File: src/rtl/bct_pkg.sv
// Package: shared state type and derived constants for the bus cycle
// termination controller. Assumes 8-bit vector offsets.
package bct_pkg;
    typedef enum logic [2:0] {
        ST_IDLE   = 3'd0,
        ST_RUN    = 3'd1,
        ST_TAIL   = 3'd2,
        ST_ERRW   = 3'd3,
        ST_RTY_B  = 3'd4,
        ST_RTY_H  = 3'd5,
        ST_STOP   = 3'd6
    } bct_state_e;

    // Byte offset of a vector table entry (four bytes per entry).
    function automatic logic [7:0] vec_offset(input int unsigned idx);
        return 8'(idx * 4);
    endfunction
endpackage

File: src/rtl/bct_decode.sv
// Module: bct_decode
// Purely combinational classification of the termination inputs.
// Assumes the inputs are already synchronous to clk and active high.
module bct_decode (
    input  logic berr,
    input  logic halt,
    input  logic dtack,
    input  logic rmw,
    output logic is_err,
    output logic is_retry,
    output logic is_ack
);
    // Classify: error wins over retry for read-modify-write cycles.
    always_comb begin
        is_err   = berr && (!halt || rmw);
        is_retry = berr && halt && !rmw;
        is_ack   = dtack && !berr;
    end
endmodule

File: src/rtl/bct_latch.sv
// Module: bct_latch
// Stores the attributes of a bus cycle when it is accepted so a retry
// can replay them. Assumes cap_en is asserted only for accepted starts.
module bct_latch #(
    parameter int FC_W   = 3,
    parameter int ADDR_W = 23,
    parameter int DATA_W = 16
) (
    input  logic              clk,
    input  logic              rst_n,
    input  logic              cap_en,
    input  logic [FC_W-1:0]   in_fc,
    input  logic [ADDR_W-1:0] in_addr,
    input  logic              in_we,
    input  logic [DATA_W-1:0] in_wdata,
    input  logic              in_rmw,
    output logic [FC_W-1:0]   q_fc,
    output logic [ADDR_W-1:0] q_addr,
    output logic              q_we,
    output logic [DATA_W-1:0] q_wdata,
    output logic              q_rmw
);
    // Capture cycle attributes on an accepted start.
    always_ff @(posedge clk) begin
        if (!rst_n) begin
            q_fc    <= '0;
            q_addr  <= '0;
            q_we    <= 1'b0;
            q_wdata <= '0;
            q_rmw   <= 1'b0;
        end else if (cap_en) begin
            q_fc    <= in_fc;
            q_addr  <= in_addr;
            q_we    <= in_we;
            q_wdata <= in_wdata;
            q_rmw   <= in_rmw;
        end
    end
endmodule

File: src/rtl/bct_fsm.sv
// Module: bct_fsm
// Sequences a cycle from start to its end: normal, error, retry or stop.
// Pulse outputs are registered and last one clock. Assumes decode inputs
// come from bct_decode for the stored cycle.
module bct_fsm
    import bct_pkg::*;
(
    input  logic clk,
    input  logic rst_n,
    input  logic cyc_start,
    input  logic berr,
    input  logic halt,
    input  logic is_err,
    input  logic is_retry,
    input  logic is_ack,
    input  logic long_wr,
    output logic cap_en,
    output logic abort,
    output logic abort_long,
    output logic retry_start,
    output logic done,
    output logic exc_req,
    output logic proto_err,
    output logic float_bus,
    output logic halted
);
    bct_state_e st;

    // Accept a start only when idle.
    assign cap_en    = cyc_start && (st == ST_IDLE);
    // Bus float covers the error wait and both retry holds.
    assign float_bus = (st == ST_ERRW) || (st == ST_RTY_B) || (st == ST_RTY_H);
    assign halted    = (st == ST_STOP);

    // State transitions and one-clock pulse generation.
    always_ff @(posedge clk) begin
        if (!rst_n) begin
            st          <= ST_IDLE;
            abort       <= 1'b0;
            abort_long  <= 1'b0;
            retry_start <= 1'b0;
            done        <= 1'b0;
            exc_req     <= 1'b0;
            proto_err   <= 1'b0;
        end else begin
            abort       <= 1'b0;
            abort_long  <= 1'b0;
            retry_start <= 1'b0;
            done        <= 1'b0;
            exc_req     <= 1'b0;
            proto_err   <= 1'b0;
            case (st)
                ST_IDLE: begin
                    if (cyc_start) st <= ST_RUN;
                end
                ST_RUN, ST_TAIL: begin
                    if (is_err) begin
                        st         <= ST_ERRW;
                        abort      <= 1'b1;
                        abort_long <= long_wr;
                    end else if (is_retry) begin
                        st    <= ST_RTY_B;
                        abort <= 1'b1;
                    end else if (st == ST_RUN) begin
                        if (is_ack) st <= ST_TAIL;
                    end else begin
                        done <= 1'b1;
                        st   <= halt ? ST_STOP : ST_IDLE;
                    end
                end
                ST_ERRW: begin
                    if (!berr) begin
                        exc_req <= 1'b1;
                        st      <= ST_IDLE;
                    end
                end
                ST_RTY_B: begin
                    if (!berr) begin
                        if (!halt) begin
                            proto_err   <= 1'b1;
                            retry_start <= 1'b1;
                            st          <= ST_RUN;
                        end else begin
                            st <= ST_RTY_H;
                        end
                    end
                end
                ST_RTY_H: begin
                    if (!halt) begin
                        retry_start <= 1'b1;
                        st          <= ST_RUN;
                    end
                end
                ST_STOP: begin
                    if (!halt) st <= ST_IDLE;
                end
                default: st <= ST_IDLE;
            endcase
        end
    end
endmodule

File: src/rtl/buscyc_term_ctrl.sv
// Module: buscyc_term_ctrl (top)
// Decides how each asynchronous bus cycle terminates and drives abort,
// float, retry and exception signals for the cycle sequencer. Assumes
// dtack, berr and halt are synchronised, active high, before this block.
module buscyc_term_ctrl #(
    parameter int FC_W    = 3,
    parameter int ADDR_W  = 23,
    parameter int DATA_W  = 16,
    parameter int VEC_IDX = 2
) (
    input  logic              clk,
    input  logic              rst_n,
    input  logic              cyc_start,
    input  logic [FC_W-1:0]   cyc_fc,
    input  logic [ADDR_W-1:0] cyc_addr,
    input  logic              cyc_we,
    input  logic [DATA_W-1:0] cyc_wdata,
    input  logic              cyc_rmw,
    input  logic              dtack,
    input  logic              berr,
    input  logic              halt,
    output logic              abort,
    output logic              abort_long,
    output logic              float_bus,
    output logic              retry_start,
    output logic [FC_W-1:0]   rp_fc,
    output logic [ADDR_W-1:0] rp_addr,
    output logic              rp_we,
    output logic [DATA_W-1:0] rp_wdata,
    output logic              rp_rmw,
    output logic              done,
    output logic              exc_req,
    output logic [7:0]        exc_off,
    output logic              halted,
    output logic              proto_err
);
    import bct_pkg::*;

    localparam logic [7:0] EXC_OFF = vec_offset(VEC_IDX);

    logic is_err, is_retry, is_ack, cap_en, long_wr;

    assign exc_off = EXC_OFF;
    assign long_wr = rp_rmw && rp_we;

    bct_latch #(.FC_W(FC_W), .ADDR_W(ADDR_W), .DATA_W(DATA_W)) u_latch (
        .clk(clk), .rst_n(rst_n), .cap_en(cap_en),
        .in_fc(cyc_fc), .in_addr(cyc_addr), .in_we(cyc_we),
        .in_wdata(cyc_wdata), .in_rmw(cyc_rmw),
        .q_fc(rp_fc), .q_addr(rp_addr), .q_we(rp_we),
        .q_wdata(rp_wdata), .q_rmw(rp_rmw)
    );

    bct_decode u_dec (
        .berr(berr), .halt(halt), .dtack(dtack), .rmw(rp_rmw),
        .is_err(is_err), .is_retry(is_retry), .is_ack(is_ack)
    );

    bct_fsm u_fsm (
        .clk(clk), .rst_n(rst_n), .cyc_start(cyc_start),
        .berr(berr), .halt(halt),
        .is_err(is_err), .is_retry(is_retry), .is_ack(is_ack),
        .long_wr(long_wr), .cap_en(cap_en),
        .abort(abort), .abort_long(abort_long), .retry_start(retry_start),
        .done(done), .exc_req(exc_req), .proto_err(proto_err),
        .float_bus(float_bus), .halted(halted)
    );

    // Pulses are mutually exclusive.
    a_r2_pulse_exclusive: assert property (@(posedge clk) disable iff (!rst_n)
        $onehot0({abort, retry_start, done, exc_req}));
    // An abort always floats the buses.
    a_r3_abort_floats: assert property (@(posedge clk) disable iff (!rst_n)
        abort |-> float_bus);
    // Exception request follows a floated period.
    a_r3_exc_after_float: assert property (@(posedge clk) disable iff (!rst_n)
        exc_req |-> ($past(float_bus) && !float_bus));
    // No retry of read-modify-write cycles.
    a_r6_no_rmw_retry: assert property (@(posedge clk) disable iff (!rst_n)
        retry_start |-> !rp_rmw);
    // Long abort only accompanies an abort.
    a_r7_long_with_abort: assert property (@(posedge clk) disable iff (!rst_n)
        abort_long |-> abort);
    // Stopped master does not float or abort.
    a_r8_stop_quiet: assert property (@(posedge clk) disable iff (!rst_n)
        halted |-> (!float_bus && !abort));
    // Protocol flag only with a retry start.
    a_r9_proto_with_retry: assert property (@(posedge clk) disable iff (!rst_n)
        proto_err |-> retry_start);
endmodule

File: config.mk
export PLATFORM = sky130hd
export DESIGN_NAME = buscyc_term_ctrl
export DESIGN_NICKNAME = d
export VERILOG_FILES = /design/src/rtl/bct_pkg.sv /design/src/rtl/bct_decode.sv /design/src/rtl/bct_latch.sv /design/src/rtl/bct_fsm.sv /design/src/rtl/buscyc_term_ctrl.sv
export SDC_FILE = /design/constraint.sdc
export NUM_CORES = 1
export LEC_CHECK = 0
export ABC_CLOCK_PERIOD_IN_PS = 1700
export BUFFER_PORTS_ARGS = -buffer_cell sky130_fd_sc_hd__buf_2
export CAP_MARGIN = 20
export CORE_ASPECT_RATIO = 1.4
export CORE_UTILIZATION = 40
export CTS_BUF_LIST = sky130_fd_sc_hd__clkbuf_16
export CTS_CLUSTER_SIZE = 40
export DETAILED_ROUTE_END_ITERATION = 8
export MAX_ROUTING_LAYER = met4
export PLACE_DENSITY = 0.75
export SLEW_MARGIN = 20
export SYNTH_ARGS = -nofsm -noshare
export SYNTH_HDL_FRONTEND = slang
export SYNTH_SLANG_ARGS = --single-unit
File: constraint.sdc
create_clock -name clk -period 1.7 [get_ports clk]
set_input_delay 0.34 -clock clk [delete_from_list [all_inputs] [get_ports clk]]
set_output_delay 0.34 -clock clk [all_outputs]
set_load 0.005 [all_outputs]
# ---- Yosys cells after proc, flatten, opt, wreduce, memory -nomap -nowiden
# Index checks and enable logic that the tools add are counted.
dict set report totals {
  register_bits 53
  input_bits 50
  out_inout_bits 60
  word_cells 65
}
dict set report op_classes {
  eq_ne 12
  mux 19
  bitwise_logic 2
  reduce_logical 20
}
# op n
set op_table {}
lappend op_table {{3-bit two-way mux} 11}
lappend op_table {{3-bit case mux with 6 select lines} 1}
lappend op_table {{2-bit != test, second input constant} 5}
lappend op_table {{3-bit equality test, second input constant} 3}
lappend op_table {{3-bit by 2-bit equality test with 1-bit output, second input constant} 2}
lappend op_table {{1-bit logical AND} 6}
lappend op_table {{1-bit two-way mux} 6}
lappend op_table {{2-bit AND reduction} 3}
lappend op_table {{6-bit AND reduction} 1}
lappend op_table {{5-bit != test, second input constant} 1}
lappend op_table {{4-bit OR reduction} 1}
lappend op_table {{3-bit by 1-bit equality test with 1-bit output, second input constant} 1}
lappend op_table {{1-bit logical NOT} 3}
lappend op_table {{3-bit logical NOT} 1}
lappend op_table {{1-bit logical OR} 3}
lappend op_table {{3-bit AND reduction} 1}
lappend op_table {{1-bit inverter} 2}
lappend op_table {{1-bit case mux with 2 select lines} 1}
lappend op_table {{2-bit OR reduction} 1}

# ---- Longest topological paths before layout
# Gate-level depths: netlist of run 1.
dict set report logic_depth {
  ltp_word 7
  mapped_depth 6
  mapped_depth_nobuf 4
}

# ---- Hierarchy
# A second synthesis of run 1 with hierarchy kept.
dict set report hier_totals {
  cells_unflattened 227
  hier_area_um2 2374.8
}
# mod n_inst cells_each area_each_um2 seq_area_each_um2
set by_module_without_submodules {}
lappend by_module_without_submodules {bct_latch 1 141 1702.9 880.8}
lappend by_module_without_submodules {bct_fsm 1 71 570.5 180.2}
lappend by_module_without_submodules {buscyc_term_ctrl 1 11 73.8 0.0}
lappend by_module_without_submodules {bct_decode 1 4 27.5 0.0}

# ---- Worst setup path before layout of run 1
# Ideal clock, no wire load.
dict set report synth_timing {
  path_type {reg2reg}
  from {reg u_fsm.st[1]}
  to {reg u_fsm.st[2]}
  setup_ns 0.125
  arrival_time_ns 1.271
  required_time_ns 1.575
  path_slack_ns 0.304
  stages_incl_launch_ff 5
  path_buffers 0
  period_less_slack_ns 1.396
  cell_sequence {dfxtp_1 -> mux2_4 -> and3_1 -> a211o_1 -> mux2i_1}
}
dict set report synth_between {
  elab_chain_cells 5
  word_cells_on_any_way 19
  cone_classes {12 x eq/ne; 4 x mux; 3 x reduce/logical}
}
# element line_no
set synth_rtl {}
lappend synth_rtl {{start, declared} bct_fsm.sv:27} ;# bct_state_e st;
lappend synth_rtl {{start signal, assigned} bct_fsm.sv:68} ;# st <= halt ? ST_STOP : ST_IDLE;
lappend synth_rtl {{3-bit by 1-bit equality test with 1-bit output} {bct_fsm.sv:52, bct_fsm.sv:64}}
lappend synth_rtl {{3-bit two-way mux} bct_fsm.sv:64} ;# end else if (st == ST_RUN) begin
lappend synth_rtl {{3-bit two-way mux} bct_fsm.sv:61} ;# end else if (is_retry) begin
lappend synth_rtl {{3-bit two-way mux} bct_fsm.sv:57} ;# if (is_err) begin
lappend synth_rtl {{3-bit case mux with 6 select lines} bct_fsm.sv:52} ;# case (st)
# Several ways; a longest one is shown, not always the timed one.
# A chain may end at the register's enable or synchronous reset.

# ---- Final worst setup path of run 1
dict set report layout_timing {
  from {reg u_fsm.st[0]}
  to {out float_bus}
}
dict set report layout_between {
  elab_chain_cells 3
  word_cells_on_any_way 5
  cone_classes {3 x eq/ne; 2 x reduce/logical}
}
# element line_no
set layout_rtl {}
lappend layout_rtl {{3-bit by 2-bit equality test with 1-bit output or 3-bit equality test (tied branches)} bct_fsm.sv:32} ;# assign float_bus = (st == ST_ERRW) || (st == ST_RTY_B) || (st == ST_RTY_H);
lappend layout_rtl {{1-bit logical OR} bct_fsm.sv:32}
lappend layout_rtl {{1-bit logical OR (*)} bct_fsm.sv:32}
lappend layout_rtl {{end, declared} buscyc_term_ctrl.sv:24} ;# output logic float_bus,
# Every way passes the cells marked *; elsewhere a longest branch is shown, timed or not.

==> results of run 1 <==
==> logic make-up (layout without fill, tap and decap cells) <==
logic type / after synthesis / in the layout / share of synthesized area
AND/OR/NAND/NOR: 117 / 117 / 0.221
buffers and inverters: 29 / 121 / 0.0687
adder cells (fa/ha/maj): 1 / 1 / 0.00462
multiplexers: 5 / 5 / 0.0254
flip-flops: 53 / 53 / 0.490
other: 2 / 8 / 0.00347
AO/OA/AOI/OAI: 55 / 55 / 0.187
==> power groups by stage <==
stage                     Clock, mW  Combinational [mW]  Sequential, mW
after global routing          0.991                1.37            1.66
after floorplan                   0               0.756            1.65
after global placement            0                1.20            1.64
after CTS                     0.956                1.22            1.62
after detailed placement          0                1.22            1.65
final                         0.911                1.20            1.62
==> per-stage QoR <==
step	setup WS (ns)	std cells	hold slack, ns	instance area, µm²	utilization
final	0.173	426	0.294	2850	0.549
after global routing	0.115	426	0.287	2850	0.549
after CTS	0.0406	426	0.286	2850	0.549
after detailed placement	0.204	419	0.442	2720	0.523
after global placement	0.219	419	0.438	2720	0.523
after floorplan	0.304	268	0.451	2190	-
==> flip-flops by register name (all words and copies together), names as in the netlist, 3 cells and up <==
signal	cells
u_latch.q_addr	23
u_latch.q_wdata	16
u_fsm.st	3
u_latch.q_fc	3
==> routing by layer <==
layer	vias up	track usage	share of wire
li1	1028	-	-
met1	890	0.169	0.43
met2	76	0.303	0.49
met3	2	0.0370	0.065
met4	0	0.0606	0.0097
met5	-	-	0
==> Yosys cell counts, types with 2 or more instances <==
| cell type | number | area [µm²] |
|---|---|---|
| inv_1 | 3 | 11.3 |
| nor2_1 | 4 | 15.0 |
| buf_2 | 8 | 40.0 |
| a21boi_0 | 13 | 97.6 |
| o21ai_0 | 2 | 10.0 |
| a21oi_1 | 3 | 15.0 |
| clkbuf_1 | 10 | 37.5 |
| a21boi_1 | 31 | 233 |
| dfxtp_1 | 53 | 1060 |
| nor3_1 | 2 | 10.0 |
| nand2_1 | 97 | 364 |
| nand2b_1 | 4 | 25.0 |
| conb_1 | 2 | 7.51 |
| and3_1 | 4 | 25.0 |
| buf_4 | 8 | 60.1 |
| mux2i_1 | 4 | 40.0 |
| o31ai_1 | 2 | 15.0 |
==> path summary, 6_finish.rpt <==
kind	from	endpoint	slack (ns)	cells past startpoint
max	u_fsm.st[0]	float_bus	0.17	4
min	cyc_addr[18]	u_latch.q_addr[18]	0.29	3
max reg2reg	u_fsm.st[1]	u_latch.q_wdata[13]	0.28	6
min reg2reg	u_latch.q_wdata[7]	u_latch.q_wdata[7]	0.45	2
==> repair_timing <==
action                     in CTS  in global routing
setup endpoints to repair       0                  1
gates resized for setup         0                  1
buffers inserted                0                  0
hold buffers                    0                  0
==> layout make-up <==
type | count | share of cell area
well taps | 66 | 0.0289
multi-input cells | 186 | 0.345
inverters | 3 | 0.00395
flip-flops and latches | 53 | 0.372
repair buffers | 111 | 0.204
clock inverters | 2 | 0.00263
clock buffers | 5 | 0.0439
==> worst min-delay path, cell delays in order <==
cell and delay [ns]:
buf_2 0.09, nand2_1 0.05, a21boi_1 0.05
==> cell usage in the layout (no fill, tap or decap), drive strengths merged <==
cell     synthesis  layout
maj3             1       1
nor3             2       2
a21oi            3       3
and3             4       4
or3              1       1
a32o             1       1
nand2           97      97
nor4             1       1
dfxtp           53      53
clkinv           0       1
nand3            1       1
mux2i            4       4
nand4b           1       1
buf             16     111
nor2b            1       1
clkbuf          10       5
mux2             1       1
nor2             4       4
o21ai            2       2
inv              3       4
a211o            1       1
o22ai            1       1
nand3b           1       1
nand2b           4       4
o31ai            2       2
o2111ai          1       1
conb             2       8
a21boi          44      44
==> summary.txt, run 1 <==
Routability Congestion: 0.930
Critical path's top delay family: flip-flops
Pin count of the biggest net entering global routing: 26
Grt ovf: 0
Maximum clock rate: 655 MHz
FF+latch count, synth: 53
Vias per inst: 4.69
Synth Flop Type: dfxtp_1
Antenna diode count: 0
Worst skew pair latency: 0.28 ns
Die H: 89.1 µm
CP Launch Type: flip-flop
Post-Syn Instances: 262
Final Hold Viols: 0
First-pass GRT wire length: 7.18 mm
Power Total: 3.73 mW
Critical path arrival: 1.19 ns
Top Ports: 110
ANT nets after route: 0
Area growth from synthesis to layout: 31.7%
Iteration-0 DRC Markers: 60
Asr flop ratio synth: 0
Rows: 31
Library cells used by synthesis: 29
Synthesized area: 2170 µm²
FF+latch area: 1060 µm²
Min-Delay Path Class: input pin to flip-flop
Register area share after synthesis: 0.490
Final Routed Wirelength: 4.54 mm
Share of layout cells above drive strength 1: 0.331
Post-synth EDFFs: 0
CP Buf/Inv Count: 2
Setup violators final: 0
CP Class: flip-flop to primary output
CTS tree: yes
Clock Sinks: 53
CP endpoint kind: primary output
H-Tree Depth: 2
Multi-input gate area: 983 µm²
Max_cap viols: 0
RSZ-0062 raised after global routing: false
Clk buf depth: 2
PortBufs: 101
Worst EP required: 1.36 ns
Status: complete, no violations
Drt first pass iters: 4
Worst Path Max Fanout: 9
Clk Tree Root Cell: clkbuf_16
Initial antenna violation count: 0
DRC viols: 0
Tot GR Track Use: 0.164
Final Max Tran Viols: 0
Vias in the first global route: 1698
Clock Power Share: 0.244
Mean Syn Cell Area: 8.27 µm²
Fin crit period: 1.53 ns
Leakage: 1.39 nW
CTS Buf Count: 5
Fillers: 505
Fin crit share: 0.898
Dpl hpwl: 3.37 mm
Internal power: 2.54 mW
Share of power burned in combinational logic: 0.321
Slowest cell on crit path: dfxtp_2
Nets: 410
Initial Utilization: 0.417
Synth warnings: 0
Seq pwr share: 0.435
Clock Skew: 0.00251 ns
Sw Ratio: 0.320
Core area: 5200 µm²
P_sw: 1.19 mW
Peak VDD IR: 776 µV
Clk slew on worst S/H paths: 0.06 ns
Crit-path max cell delay: 0.42 ns
Die Area: 5720 µm²
Routed via count: 1996
CP Cell Sequence: buf_4 > nand2_1 > mux2i_1 > buf_2
Power per cell area: 1310 nW/µm²
Fin Setup TNS: 0 ns
Routed len/inst: 10.7 µm
Die W: 64.2 µm
Note: power is estimated with default switching activity, not from simulation.
==> run 2: changes to the inputs <==
==> constraint.sdc (replaced) <==
create_clock -name clk -period 1.7 [get_ports clk]
set_input_delay 0.34 -clock clk [delete_from_list [all_inputs] [get_ports clk]]
set_output_delay 0.34 -clock clk [all_outputs]
set_load 0.1 [all_outputs]
==> run 2 against run 1 <==
Effect of this change: clock skew increased by 0.0040 ns; wire length is 4.2% higher; setup slack got worse by 0.12 ns; hold slack worse by 0.012 ns; final cell count up 0.23%; power grew 47%; core utilization is 1.1 points higher; sequential cell count did not move; combinational power up 140%; non-clock buffer count unchanged.
==> summary.txt, run 2 (synthesis gave the netlist of run 1 again) <==
Worst skew pair latency: 0.29 ns (about the same)
Rows: 31 (unchanged)
CP endpoint kind: primary output
Maximum clock rate: 608 MHz (-7.2%)
Setup violators final: 0 (unchanged)
CP Class: flip-flop to primary output
Final Routed Wirelength: 4.73 mm (+4.2%)
Routed via count: 2013 (+0.85%)
Iteration-0 DRC Markers: 79 (+32%)
Share of layout cells above drive strength 1: 0.343 (+0.0129)
Routability Congestion: 0.825 (-11%)
Fin Setup TNS: 0 ns (unchanged)
Fin crit period: 1.64 ns (+0.118 ns)
Final Hold Viols: 0 (unchanged)
Die Area: 5720 µm² (unchanged)
Clock Skew: 0.00648 ns (+0.00397 ns)
Critical path arrival: 1.30 ns (+0.11 ns)
Die W: 64.2 µm (unchanged)
Clk Tree Root Cell: clkbuf_16
Drt first pass iters: 4 (unchanged)
CTS tree: yes
Antenna diode count: 0 (unchanged)
Commonest non-fill, non-tap cells in the layout: buf_2 (99), nand2_1 (97), dfxtp_1 (51), a21boi_1 (31), a21boi_0 (13)
RSZ-0062 raised after global routing: false
P_sw: 2.88 mW (+140%)
Nets: 410 (unchanged)
Area growth from synthesis to layout: 34.3%
Register name with the most flops: u_latch.q_addr
Core area: 5200 µm² (unchanged)
Leakage: 1.41 nW (+1.1%)
Max reg flops: 23 (unchanged)
Clock Power Share: 0.176 (-0.068)
Worst Path Max Fanout: 13 (+4)
Clock Sinks: 53 (unchanged)
Regs by FF count: u_latch.q_addr: 23 flops, u_latch.q_wdata: 16 flops
Internal power: 2.59 mW (+2.2%)
Design area: 2910 µm² (+1.9%)
# Post-CTS Setup Buffers: 0 (unchanged)
Max_cap viols: 0 (unchanged)
First-pass GRT wire length: 7.40 mm (+3.0%)
Most common cell after layout, fill and taps aside: buf_2
PortBufs: 101 (unchanged)
Die H: 89.1 µm (unchanged)
Worst EP required: 1.36 ns (about the same)
DRC viols: 0 (unchanged)
Post-CTS Hold Buffers: 0 (unchanged)
CP Launch Type: flip-flop
CTS Buf Count: 5 (unchanged)
Final Max Tran Viols: 0 (unchanged)
Placed cell areas: 2760 µm² (+1.6%)
ANT nets after route: 0 (unchanged)
Pin count of the biggest net entering global routing: 29 (+12%)
Fin crit share: 0.968 (+0.0694)
Min-Delay Path Class: input pin to flip-flop
H-Tree Depth: 2 (unchanged)
Sw Ratio: 0.526 (+0.206)
Power per cell area: 1880 nW/µm² (+44%)
Clk slew on worst S/H paths: 0.07 ns (about the same)
Seq pwr share: 0.296 (-0.139)
Routed len/inst: 11.1 µm (+4.0%)
Vias per inst: 4.71 (+0.62%)
Vias in the first global route: 1738 (+2.4%)
Dpl hpwl: 3.46 mm (+2.5%)
Status: complete, no violations
Initial Utilization: 0.417 (unchanged)
Grt ovf: 0 (unchanged)
Share of power burned in combinational logic: 0.528 (+0.207)
Top Ports: 110 (unchanged)
Tot GR Track Use: 0.174 (+0.0101)
Peak VDD IR: 752 µV (-3.1%)
Initial antenna violation count: 0 (unchanged)
Clk buf depth: 2 (unchanged)
## run 2: changes by cell type in the layout (fill, tap and decap cells not counted), sizes merged
cell    previous run  this run
clkinv             1         2
## run 2: power by group through the flow
stage | clock network [mW] | registers, mW | logic, mW
after detailed placement | 0 | 1.64 | 2.90
final | 0.961 | 1.62 | 2.89
after global routing | 1.03 | 1.65 | 3.05
after global placement | 0 | 1.63 | 2.89
after floorplan | 0 | 3.12 | 0.917
after CTS | 0.994 | 1.62 | 2.91
## run 2: critical path, stage by stage, from the launching register on
cell	delay, ns
dfxtp_1	0.37
buf_6	0.17
nand2_1	0.11
mux2i_4	0.18
buf_12	0.19
## run 2: final cells by class
cell class              instances  area [µm²]
fillers                       520        2290
flip-flops and latches         53        1060
multi-input cells             186         997
repair buffers                111         614
clock buffers                   5         125
well taps                      66        82.6
clock inverters                 3        13.8
inverters                       3        11.3
## run 2: through the flow
step                worst slack (ns)  total power, mW  std cells   util  hold WS, ns
floorplan                     -0.104             4.04        268      -        0.475
global placement               0.223             4.52        419  0.532        0.438
detailed placement             0.194             4.55        419  0.532        0.442
CTS                           0.0254             5.52        427  0.559        0.276
global route                  0.0136             5.73        427  0.559        0.278
finish                        0.0552             5.47        427  0.559        0.282
## run 2: path summary, 6_finish.rpt
check	startpoint	endpoint	slack [ns]	cells after the start
max	u_fsm.st[1]	float_bus	0.06	4
min	cyc_wdata[8]	u_latch.q_wdata[8]	0.28	3
min reg2reg	u_latch.q_addr[11]	u_latch.q_addr[11]	0.45	2
max reg2reg	u_fsm.st[2]	u_fsm.st[0]	0.22	5
## run 2: per-layer routing
layer  wire, µm  track usage
met2       2380        0.302
met3        274       0.0408
met4        116       0.0990
met1       1960        0.181
met5          0            -
## run 2: timing repair
item	CTS	global route
setup endpoints to repair	2	1
cloned	0	0
pin swaps	0	0
gates resized for setup	2	1
